--- config.mk ---
export PLATFORM = sky130hd
export DESIGN_NAME = wdog_tap_timer
export DESIGN_NICKNAME = d
export VERILOG_FILES = /design/src/rtl/wdog_pkg.sv /design/src/rtl/wdog_tick_sel.sv /design/src/rtl/wdog_tap_sel.sv /design/src/rtl/wdog_tap_timer.sv
export SDC_FILE = /design/constraint.sdc
export NUM_CORES = 1
export LEC_CHECK = 0
export BUFFER_PORTS_ARGS = -buffer_cell sky130_fd_sc_hd__clkbuf_2
export CAP_MARGIN = 0
export CORE_AREA = 3 3 50 52
export CTS_BUF_LIST = sky130_fd_sc_hd__clkbuf_8
export DETAILED_ROUTE_END_ITERATION = 8
export DIE_AREA = 0 0 53 55
export HOLD_SLACK_MARGIN = 0.08
export PLACE_DENSITY_LB_ADDON = 0.12
export SYNTH_ARGS = -nofsm -noshare
export SYNTH_HDL_FRONTEND = slang
export SYNTH_SLANG_ARGS = --single-unit
--- constraint.sdc ---
create_clock -name clk -period 2.1 [get_ports clk]
set_input_delay 0.42 -clock clk [delete_from_list [all_inputs] [get_ports clk]]
set_output_delay 0.42 -clock clk [all_outputs]
set_load 0.03 [all_outputs]
--- src/rtl/wdog_pkg.sv ---
package wdog_pkg;
    localparam int unsigned WDOG_PRE_W = 8;
    localparam int unsigned WDOG_CNT_W = 7;
    localparam int unsigned WDOG_SEL_W = 3;

    typedef enum logic {
        WDOG_SRC_INSTR = 1'b0,
        WDOG_SRC_OSC   = 1'b1
    } wdog_src_e;
endpackage

--- src/rtl/wdog_tick_sel.sv ---
module wdog_tick_sel
    import wdog_pkg::*;
(
    input  logic src_sel_i,
    input  logic osc_en_i,
    input  logic osc_tick_i,
    input  logic instr_tick_i,
    input  logic halt_i,
    output logic tick_o
);
    wdog_src_e src;

    always_comb begin
        src = wdog_src_e'(src_sel_i);
        unique case (src)
            WDOG_SRC_OSC:   tick_o = osc_en_i & osc_tick_i;
            WDOG_SRC_INSTR: tick_o = instr_tick_i & ~halt_i;
            default:        tick_o = 1'b0;
        endcase
    end
endmodule

--- src/rtl/wdog_tap_sel.sv ---
module wdog_tap_sel #(
    parameter int unsigned CNT_W = 7,
    parameter int unsigned SEL_W = 3
) (
    input  logic [CNT_W-1:0] cnt_i,
    input  logic             step_i,
    input  logic [SEL_W-1:0] sel_i,
    output logic             hit_o
);
    localparam int unsigned TAPS = CNT_W + 1;

    // reach[k] is high when this step carries into bit k (k = CNT_W: carry out)
    logic [TAPS-1:0] reach;

    assign reach[0] = step_i;

    genvar k;
    generate
        for (k = 0; k < CNT_W; k++) begin : g_chain
            assign reach[k+1] = reach[k] & cnt_i[k];
        end
    endgenerate

    always_comb begin
        hit_o = 1'b0;
        for (int i = 0; i < TAPS; i++) begin
            if (int'(sel_i) == i) hit_o = reach[i];
        end
    end
endmodule

--- src/rtl/wdog_tap_timer.sv ---
module wdog_tap_timer
    import wdog_pkg::*;
#(
    parameter int unsigned PRE_W = WDOG_PRE_W,
    parameter int unsigned CNT_W = WDOG_CNT_W,
    parameter int unsigned SEL_W = WDOG_SEL_W
) (
    input  logic             clk,
    input  logic             rst_n,
    input  logic             src_sel_i,
    input  logic             osc_en_i,
    input  logic             osc_tick_i,
    input  logic             instr_tick_i,
    input  logic [SEL_W-1:0] period_sel_i,
    input  logic             clear_i,
    input  logic             halt_i,
    output logic             timeout_o
);
    typedef struct packed {
        logic [PRE_W-1:0] pre;
        logic [CNT_W-1:0] cnt;
        logic             timeout;
    } wdog_state_t;

    wdog_state_t st_d, st_q;

    logic tick;
    logic pre_wrap;
    logic tap_hit;

    wdog_tick_sel u_tick_sel (
        .src_sel_i   (src_sel_i),
        .osc_en_i    (osc_en_i),
        .osc_tick_i  (osc_tick_i),
        .instr_tick_i(instr_tick_i),
        .halt_i      (halt_i),
        .tick_o      (tick)
    );

    assign pre_wrap = tick & (&st_q.pre);

    wdog_tap_sel #(
        .CNT_W(CNT_W),
        .SEL_W(SEL_W)
    ) u_tap_sel (
        .cnt_i (st_q.cnt),
        .step_i(pre_wrap),
        .sel_i (period_sel_i),
        .hit_o (tap_hit)
    );

    always_comb begin
        st_d         = st_q;
        st_d.pre     = st_q.pre + PRE_W'(tick);
        st_d.cnt     = st_q.cnt + CNT_W'(pre_wrap);
        st_d.timeout = tap_hit;
        if (clear_i) begin
            st_d = '0;
        end
    end

    always_ff @(posedge clk or negedge rst_n) begin
        if (!rst_n) begin
            st_q <= '0;
        end else begin
            st_q <= st_d;
        end
    end

    assign timeout_o = st_q.timeout;
endmodule

==> results of run 1 <==
==> critical path: stages (launching register included) <==
cell	delay, ns
dfrtp_1	0.35
and4_4	0.24
nand2_2	0.06
nor3_2	0.12
ha_2	0.20
ha_2	0.19
buf_4	0.10
nand3_1	0.07
or3_1	0.37
a21oi_2	0.14
==> synth_stat cells (all sizes together), types with 2 or more instances <==
cell    n
nor2   11
xor2    7
and3    2
o21ai   2
a31oi   2
nand2   6
ha      5
xnor2   2
nand4   2
nand3   6
nor2b   5
dfrtp  16
==> routing by layer <==
metal  wire length (um)  vias up  part of all wire [%]
li1                   -      322                     -
met1                751      291                    49
met2                729        6                    47
met3                 42        2                   2.7
met4                 20        0                   1.3
met5                  0        -                     0
==> kinds of logic (layout without fill, tap and decap cells) <==
family                   after synthesis  count (layout)  synth area share, %
AND/OR/NAND/NOR                       38              38                 24.6
buffers and inverters                  2              26                0.921
AO/OA/AOI/OAI                          9               9                 7.99
XOR/XNOR                               9               9                 9.68
adder cells (fa/ha/maj)                5               5                 7.68
flip-flops                            16              16                 49.2
==> timing repair <==
action	in CTS	in global routing
hold endpoints to repair	0	0
buffers inserted	0	1
gates resized for setup	0	6
endpoints found under the setup margin	0	2
==> per-stage QoR <==
| step | util [%] | setup TNS, ns | instance area, um^2 | hold WS (ns) |
|---|---|---|---|---|
| CTS | 47.6 | 0 | 1020 | 0.103 |
| finish | 48.7 | 0 | 1050 | 0.0895 |
| global placement | 45.1 | -0.0476 | 968 | 0.375 |
| floorplan | - | 0 | 815 | 0.124 |
| detailed placement | 45.1 | -0.149 | 968 | 0.381 |
| global route | 48.7 | 0 | 1050 | 0.111 |
==> power breakdown <==
| group | internal [mW] | switching (mW) | total (mW) | leakage [nW] |
|---|---|---|---|---|
| sequential | 0.312 | 0.00229 | 0.314 | 0.222 |
| clock | 0.166 | 0.100 | 0.266 | 0.0288 |
| combinational | 0.0171 | 0.0273 | 0.0444 | 0.254 |
==> layout make-up <==
cell class / count / share of cell area [%]
Timing Repair Buffer: 21 / 12.4
Inverter: 1 / 0.358
Clock buffer: 4 / 5.26
Sequential cell: 16 / 38.2
Multi-Input combinational cell: 61 / 40.4
Tap cell: 28 / 3.35
==> flip-flops by register name (all words and copies together) (netlist names) <==
| register | count |
|---|---|
| st_q | 15 |
| timeout_o | 1 |
==> path summary, 6_finish.rpt <==
path	endpoint	slack, ns	cells past startpoint
setup reg to reg	st_q[7]	0.17	9
hold / removal	timeout_o	0.09	1
max in group asynchronous	st_q[6]	1.72	1
setup / recovery	st_q[7]	0.17	9
min in group clk	timeout_o	0.55	4
hold reg to reg	st_q[15]	0.55	2
==> results.yml, run 1 <==
timing:
  period_share_pct: 92.0
  rsz0062_at_grt: "false"
  timing_hold_violations_final: 0
  relSlewSlack_pct: 73.1
  worst_slack_ns: 0.168
  worst_pin_slew_ns: 0.403
  finClkSkew_ns: 0.00228
  drv_slew: 0
  fmax_mhz: 518
  setup_viol: 0
  period_needed_ns: 1.93
routing:
  final_antenna_net_count: 0
  vias_per_cell: 4.74
  drc_errors: 0
  routed_wl_mm: 1.54
  drt_iter0_drc: 15
  firstDrtPassIters: 4
  route.vias.total: 621
  wl_per_cell_um: 11.8
min_path:
  hp-class: "input pin to async pin"
logic_synthesis:
  synthTopCellsByArea: "dfrtp_1 (49%), ha_1 (7.7%), xor2_1 (7.5%)"
  seq_area_frac_synth_pct: 49.2
  synth_edf_count: 0
  synth_top_cell_by_area: "dfrtp_1"
  synthArstFlopShare_pct: 100
  yosys_warnings: 0
  syn_inst: 79
  ys_types: 26
  synth-main-ff-cell: "dfrtp_1"
  syn-cell-area_um2: 815
  synth_seq_cells: 16
  synth_top_area_share_pct: 49.2
  syn_area_per_cell_um2: 10.3
  synth_fp_nets: 95
placement:
  place_hpwl_mm: 1.11
  place_congestion: 0.765
  dp.cells: 126
  port-buffer-count: 11
  place_worst_setup_slack_ns: -0.0786
power:
  peakVddDrop_mv: 0.358
  p_leak_nw: 0.505
  power_density_nw_per_um2: 597
  power_mw: 0.625
global_routing:
  antenna_found_initial: 0
  use_met1_pct: 15.7
  track_usage_pct: 13.6
  grt_max_degree: 17
  gr-usage-met2_pct: 23.8
  met3_usage_pct: 2.41
  overflow: 0
  grt_pass1_vias: 665
  grt_busiest_layer: "met2"
  grt_pass1_wl_mm: 2.77
cells_and_area:
  layout_common_cells: "dfrtp_1 (16), nor2_1 (11), clkbuf_2 (11), buf_4 (10), xor2_1 (7)"
  seqCellArea_um2: 400
  multi_input_area_um2: 423
  layout_commonest_cell: "dfrtp_1"
  n_fill_cell: 205
  final_nets: 120
  diodes: 0
  syn2layout_area_growth_pct: 28.6
  stdcell_count: 131
  layout-drive-gt1-share_pct: 33.0
floorplanning:
  io_pins: 12
  chipHeight_um: 55
  rows: 17
  floorplan.initialDensity_pct: 37.9
  die_area_um2: 2920
  core_um2: 2150
  die_w_um: 53
clock_tree:
  holdBufCountCts: 0
  cts_root_buf: "clkbuf_8"
  cts.clk_slew.worst_paths_ns: 0.06
  htreeDepth: 1
  cts_buffer_depth: 2
  numCtsBuffers: 3
  cts_tree: "built"
  cts_sinks: 16
  clock_latency_ns: 0.24
run_status:
  status: "completed"
setup_path:
  endpoint_kind: "register"
  criticalPathCategory: "register to register"
  cp.required_ns: 2.27
  start_kind: "register"
  cp.arrival_ns: 2.10
  crit_fanout: 3
  cp-startpoint: "st_q[13]"
  rr_startpoint: "st_q[13]"
flow_run:
  maxCapViolCount: 0
Power figures use the tool's default switching activity.
==> run 2: changes to the inputs <==
--- a/config.mk
+++ b/config.mk
@@ -5,14 +5,16 @@
 export SDC_FILE = /design/constraint.sdc
 export NUM_CORES = 1
 export LEC_CHECK = 0
+export ABC_AREA = 1
 export BUFFER_PORTS_ARGS = -buffer_cell sky130_fd_sc_hd__clkbuf_2
 export CAP_MARGIN = 0
-export CORE_AREA = 3 3 50 52
+export CORE_AREA = 3 3 52 54
 export CTS_BUF_LIST = sky130_fd_sc_hd__clkbuf_8
 export DETAILED_ROUTE_END_ITERATION = 8
-export DIE_AREA = 0 0 53 55
+export DIE_AREA = 0 0 55 57
 export HOLD_SLACK_MARGIN = 0.08
 export PLACE_DENSITY_LB_ADDON = 0.12
+export RECOVER_POWER = 100
 export SYNTH_ARGS = -nofsm -noshare
 export SYNTH_HDL_FRONTEND = slang
 export SYNTH_SLANG_ARGS = --single-unit
==> run 2 against run 1 <==
  * Critical path depth increased by 3
  * Clock-buffer cell count fell by 1
  * Largest cell class unchanged
  * Setup slack better by 0.020 ns
  * Area after synthesis grew 9.8%
  * Sequential share of layout area is 1.3 points higher
  * Maximum frequency is 1.1% higher
  * Total power shrank 4.0%
  * Sequential power about the same
  * Non-clock buffer count shrank 9
  * Flip-flop and latch count unchanged
  * Critical path type unchanged
  * Clock skew is 0.0023 ns higher
==> results.yml, run 2 <==
setup_path:
  cp.arrival_ns: 2.11
  cp-startpoint: "st_q[14]"
  rr_startpoint: "st_q[14]"
  start_kind: "register"
  endpoint_kind: "register"
  cp.required_ns: 2.29
  ff2ff_path_depth: 12
  crit_fanout: 4
  criticalPathCategory: "register to register"
floorplanning:
  floorplan.initialDensity_pct: 39.7
  io_pins: 12
  die_area_um2: 3140
  chipHeight_um: 57
  rows: 17
  core_um2: 2250
  die_w_um: 55
cells_and_area:
  final_nets: 146
  n_fill_cell: 258
  layout_common_cells: "nand2_1 (23), inv_1 (18), dfrtp_1 (16), nor2_1 (14)"
  largest_reg_flops: 15
  diodes: 0
  syn2layout_area_growth_pct: 13.1
  layout-drive-gt1-share_pct: 14.1
  layout_commonest_cell: "nand2_1"
  top_register: "st_q"
timing:
  worst_pin_slew_ns: 0.938
  rsz0062_at_grt: "false"
  timing.setup.tns_ns: 0
  setup_viol: 0
  drv_slew: 0
  relSlewSlack_pct: 37.5
  finClkSkew_ns: 0.00462
  period_needed_ns: 1.91
  period_share_pct: 91.0
  timing_hold_violations_final: 0
  fmax_mhz: 523
placement:
  port-buffer-count: 11
  place_hpwl_mm: 1.33
  place_congestion: 0.817
routing:
  final_antenna_net_count: 0
  routed_wl_mm: 1.77
  firstDrtPassIters: 6
  drc_errors: 0
  drt_iter0_drc: 13
  wl_per_cell_um: 11.4
  vias_per_cell: 4.84
  route.vias.total: 755
global_routing:
  grt_pass1_vias: 696
  grt_pass1_wl_mm: 3.06
  overflow: 0
  track_usage_pct: 13.8
  grt_max_degree: 17
  antenna_found_initial: 0
clock_tree:
  cts_tree: "built"
  cts_buffer_depth: 2
  cts_root_buf: "clkbuf_8"
  numCtsBuffers: 3
  htreeDepth: 1
  cts.clk_slew.worst_paths_ns: 0.07
  holdBufCountCts: 0
  cts_sinks: 16
  clock_latency_ns: 0.26
logic_synthesis:
  synth_seq_cells: 16
  synth-main-ff-cell: "dfrtp_1"
  synthTopCellsByArea: "dfrtp_1 (45%), nand2_1 (9.2%), inv_1 (7.6%)"
  seq_area_frac_synth_pct: 44.8
  syn-cell-area_um2: 895
  syn_inst: 114
  yosys_warnings: 0
  synth_top_area_share_pct: 44.8
  synth_edf_count: 0
  syn_area_per_cell_um2: 7.85
  synth_top_cell_by_area: "dfrtp_1"
  synthArstFlopShare_pct: 100
  yosysMostFrequentCell: "nand2_1"
  ys_types: 20
  netlist_top_cells_count: "nand2_1 (22), inv_1 (18), dfrtp_1 (16)"
  synth_fp_nets: 130
power:
  p_leak_nw: 0.526
  power_density_nw_per_um2: 592
  peakVddDrop_mv: 0.381
  power_mw: 0.600
run_status:
  status: "completed"
flow_run:
  maxCapViolCount: 0
min_path:
  hp-class: "input pin to async pin"
-- run 2: cell types whose count changed after synthesis, moves of 2 or more --
cell	previous run	this run
nor3_2	0	2
o21ai_1	0	3
xnor2_1	2	0
xor2_1	7	0
a21oi_1	1	7
inv_1	1	18
nor2_1	11	13
nand2_1	5	22
o21ai_0	2	5
nor2_2	0	2
nor2b_1	5	0
-- run 2: critical path: stages, from the launching register on --
cell	delay, ns
dfrtp_1	0.38
nand2_1	0.09
nor2_1	0.13
and3_1	0.17
ha_1	0.18
ha_2	0.20
ha_1	0.16
nand2_1	0.08
o21ai_0	0.17
nand2_1	0.07
nand2_1	0.07
nand2_1	0.06
nor2_2	0.09
-- run 2: path summary, 6_finish.rpt --
check                       endpoint  slack, ns
min in group clk           timeout_o       0.44
hold reg to reg             st_q[12]       0.49
hold / removal               st_q[7]       0.28
setup reg to reg           timeout_o       0.19
setup / recovery           timeout_o       0.19
max in group asynchronous   st_q[13]       1.24
-- run 2: layer usage --
layer / vias to the layer above / track usage (%) / wire [um]
met2: 15 / 16.7 / 718
met5: - / 0 / 0
met1: 337 / 21.4 / 921
met4: 0 / 8.33 / 52
met3: 5 / 3.13 / 79
li1: 398 / - / -
-- run 2: final cells by class --
cell class,instances,area [um^2],area share [%]
sequential,16,400,39.6
multi-input combinational,78,405,40.0
inverter,19,71.3,7.05
timing repair buffer,12,58.8,5.81
tap,28,35.0,3.46
clock buffer,3,41.3,4.08
-- run 2: timing repair --
action / in CTS / in global routing
endpoints found under the setup margin: 0 / 1
resized for setup: 0 / 1
buffers inserted: 0 / 1
-- run 2: cell families (layout without fill, tap and decap cells) --
kind of cell / count (synthesis) / in the layout / synth area share [%]
adders and majority gates: 5 / 5 / 6.99
buffers and inverters: 20 / 34 / 8.53
AOI/OAI and AO/OA: 17 / 17 / 9.79
and+or+nand+nor: 56 / 56 / 29.9
DFF: 16 / 16 / 44.8
-- run 2: stage by stage --
| stage | hold WS [ns] | std cells | cell area [um^2] | utilization, % | worst slack (ns) |
|---|---|---|---|---|---|
| floorplan | 0.124 | 114 | 895 | - | 0.284 |
| global placement | 0.374 | 152 | 980 | 43.5 | 0.115 |
| detailed placement | 0.379 | 152 | 980 | 43.5 | 0.0610 |
| CTS | 0.103 | 155 | 1020 | 45.3 | 0.139 |
| global route | 0.341 | 156 | 1010 | 44.9 | 0.0133 |
| finish | 0.278 | 156 | 1010 | 44.9 | 0.188 |
-- run 2: power breakdown --
group	switching, mW	total, mW	internal (mW)
Clock	0.110	0.238	0.128
Sequential	0.00186	0.314	0.312
Combinational	0.0322	0.0481	0.0160
Total	0.144	0.600	0.456
==> run 3: changes to the inputs <==
--- a/config.mk
+++ b/config.mk
@@ -8,10 +8,10 @@
 export ABC_AREA = 1
 export BUFFER_PORTS_ARGS = -buffer_cell sky130_fd_sc_hd__clkbuf_2
 export CAP_MARGIN = 0
-export CORE_AREA = 3 3 52 54
+export CORE_AREA = 3 3 59 47
 export CTS_BUF_LIST = sky130_fd_sc_hd__clkbuf_8
 export DETAILED_ROUTE_END_ITERATION = 8
-export DIE_AREA = 0 0 55 57
+export DIE_AREA = 0 0 62 50
 export HOLD_SLACK_MARGIN = 0.08
 export PLACE_DENSITY_LB_ADDON = 0.12
 export RECOVER_POWER = 100
==> constraint.sdc (replaced) <==
create_clock -name clk -period 1.8 [get_ports clk]
set_input_delay 0.36 -clock clk [delete_from_list [all_inputs] [get_ports clk]]
set_output_delay 0.36 -clock clk [all_outputs]
set_load 0.03 [all_outputs]
==> run 3 against run 2 <==
  * Flip-flop and latch count unchanged
  * Critical path depth down 2
  * Maximum frequency increased by 13%
  * Total power grew 24%
  * Clock-buffer cell count rose by 1
  * Global-route usage shrank 0.054 points
==> results.yml, run 3 (synthesis gave the netlist of run 2 again) <==
power:
  power.switching_mw: 0.166
  seq_power_share_pct: 49.0
  power_mw: 0.747
  p_sw_share_pct: 22.3
  p_leak_nw: 0.595
  peakVddDrop_mv: 0.395
  p_int_mw: 0.580
  power_density_nw_per_um2: 631
  p_comb_share_pct: 8.0
  clkPwrFrac_pct: 42.9
cells_and_area:
  diodes: 0
  layout_common_cells: "nand2_1 (18), inv_1 (17), dfrtp_1 (16), nor2_1 (12), buf_4 (10)"
  syn2layout_area_growth_pct: 32.2
  stdcell_count: 174
  n_fill_cell: 225
  finalInstanceArea_um2: 1180
  top_register: "st_q"
  utilization_pct: 52.1
  layout-drive-gt1-share_pct: 28.6
  final_nets: 157
  largest_reg_flops: 15
  layout_commonest_cell: "nand2_1"
clock_tree:
  htreeDepth: 1
  numCtsBuffers: 3
  cts_tree: "built"
  cts.clk_slew.worst_paths_ns: 0.07
  cts_buffer_depth: 2
  cts_root_buf: "clkbuf_8"
  clock_latency_ns: 0.25
  cts_sinks: 16
routing:
  firstDrtPassIters: 4
  route.vias.total: 780
  drc_errors: 0
  final_antenna_net_count: 0
  vias_per_cell: 4.48
  routed_wl_mm: 1.88
  wl_per_cell_um: 10.8
  drt_iter0_drc: 20
floorplanning:
  core_um2: 2270
  floorplan.initialDensity_pct: 39.4
  chipHeight_um: 50
  die_w_um: 62
  rows: 15
  io_pins: 12
  die_area_um2: 3100
timing:
  fmax_mhz: 589
  period_needed_ns: 1.70
  drv_slew: 0
  worst_pin_slew_ns: 0.858
  timing_hold_violations_final: 0
  hold_slack_ns: 0.377
  relSlewSlack_pct: 42.8
  period_share_pct: 94.3
  setup_viol: 0
  finClkSkew_ns: 0.00639
setup_path:
  cp.required_ns: 1.94
  endpoint_kind: "register"
  cp.arrival_ns: 1.84
  start_kind: "register"
  rrSetupSlack_ns: 0.10
  criticalPathCategory: "register to register"
  crit_fanout: 2
placement:
  place_hpwl_mm: 1.35
  place_congestion: 0.881
  port-buffer-count: 11
  postPlaceCellArea_um2: 1060
  dp.cells: 168
global_routing:
  grt_pass1_vias: 698
  grt_pass1_wl_mm: 3.05
  track_usage_pct: 13.7
  grt_max_degree: 17
  overflow: 0
  antenna_found_initial: 0
flow_run:
  maxCapViolCount: 0
run_status:
  status: "completed"
min_path:
  hp-class: "input pin to register"
run 3: changes by cell type in the layout (fill, tap and decap cells not counted), sizes merged:
cell	change
clkbuf	+2
dlygate4sd3	+1
buf	+9
run 3: metrics by stage:
step | setup TNS, ns | setup WS, ns
after floorplan | 0 | 0.00647
after global placement | -0.115 | -0.114
after detailed placement | -0.191 | -0.134
after CTS | 0 | 0.00204
after global routing | -0.0262 | -0.0132
final | 0 | 0.103
run 3: routing by layer:
metal	wire (um)	vias to the layer above	track usage (%)
met1	962	347	19.4
met5	0	-	0
li1	-	417	-
met2	810	14	18.6
met4	8	0	4.24
met3	95	2	5.76
run 3: repair_timing:
item                                    4_1_cts  5_1_grt
endpoints found under the setup margin        2        3
hold buffers                                  1        0
pin swaps                                     4       10
gates resized for setup                      11        6
hold endpoints to repair                     16        0
buffers inserted                              0        1
run 3: final timing paths:
path,startpoint,depth (start not counted),end
setup / recovery,st_q[11],10,st_q[5]
hold / removal,period_sel_i[0],4,timeout_o
setup reg to reg,st_q[11],10,st_q[5]
hold reg to reg,st_q[13],2,st_q[13]
max in group asynchronous,rst_n,2,st_q[9]
min in group asynchronous,rst_n,2,st_q[5]
run 3: worst max-delay path, cell delays in order (launching register included):
cell	delay, ns
dfrtp_1	0.37
nand2_2	0.07
nor2_4	0.11
and3_4	0.20
ha_4	0.14
ha_4	0.14
buf_4	0.11
nand3_2	0.09
buf_4	0.15
o21ai_0	0.14
a21oi_1	0.06
run 3: cell type report:
| cell class | instances | area, um^2 | area share [%] |
|---|---|---|---|
| multi-input combinational | 78 | 473 | 40.0 |
| tap | 34 | 42.5 | 3.60 |
| clock buffer | 4 | 55.1 | 4.66 |
| timing repair buffer | 23 | 140 | 11.9 |
| inverter | 19 | 71.3 | 6.03 |
| sequential | 16 | 400 | 33.9 |
run 3: power groups by stage:
stage,logic (mW),clock network (mW),registers [mW]
4_1_cts,0.0642,0.331,0.366
5_1_grt,0.0691,0.358,0.366
2_1_floorplan,0.0283,0,0.376
6_report,0.0601,0.320,0.366
3_5_place_dp,0.0619,0,0.373
3_3_place_gp,0.0612,0,0.373
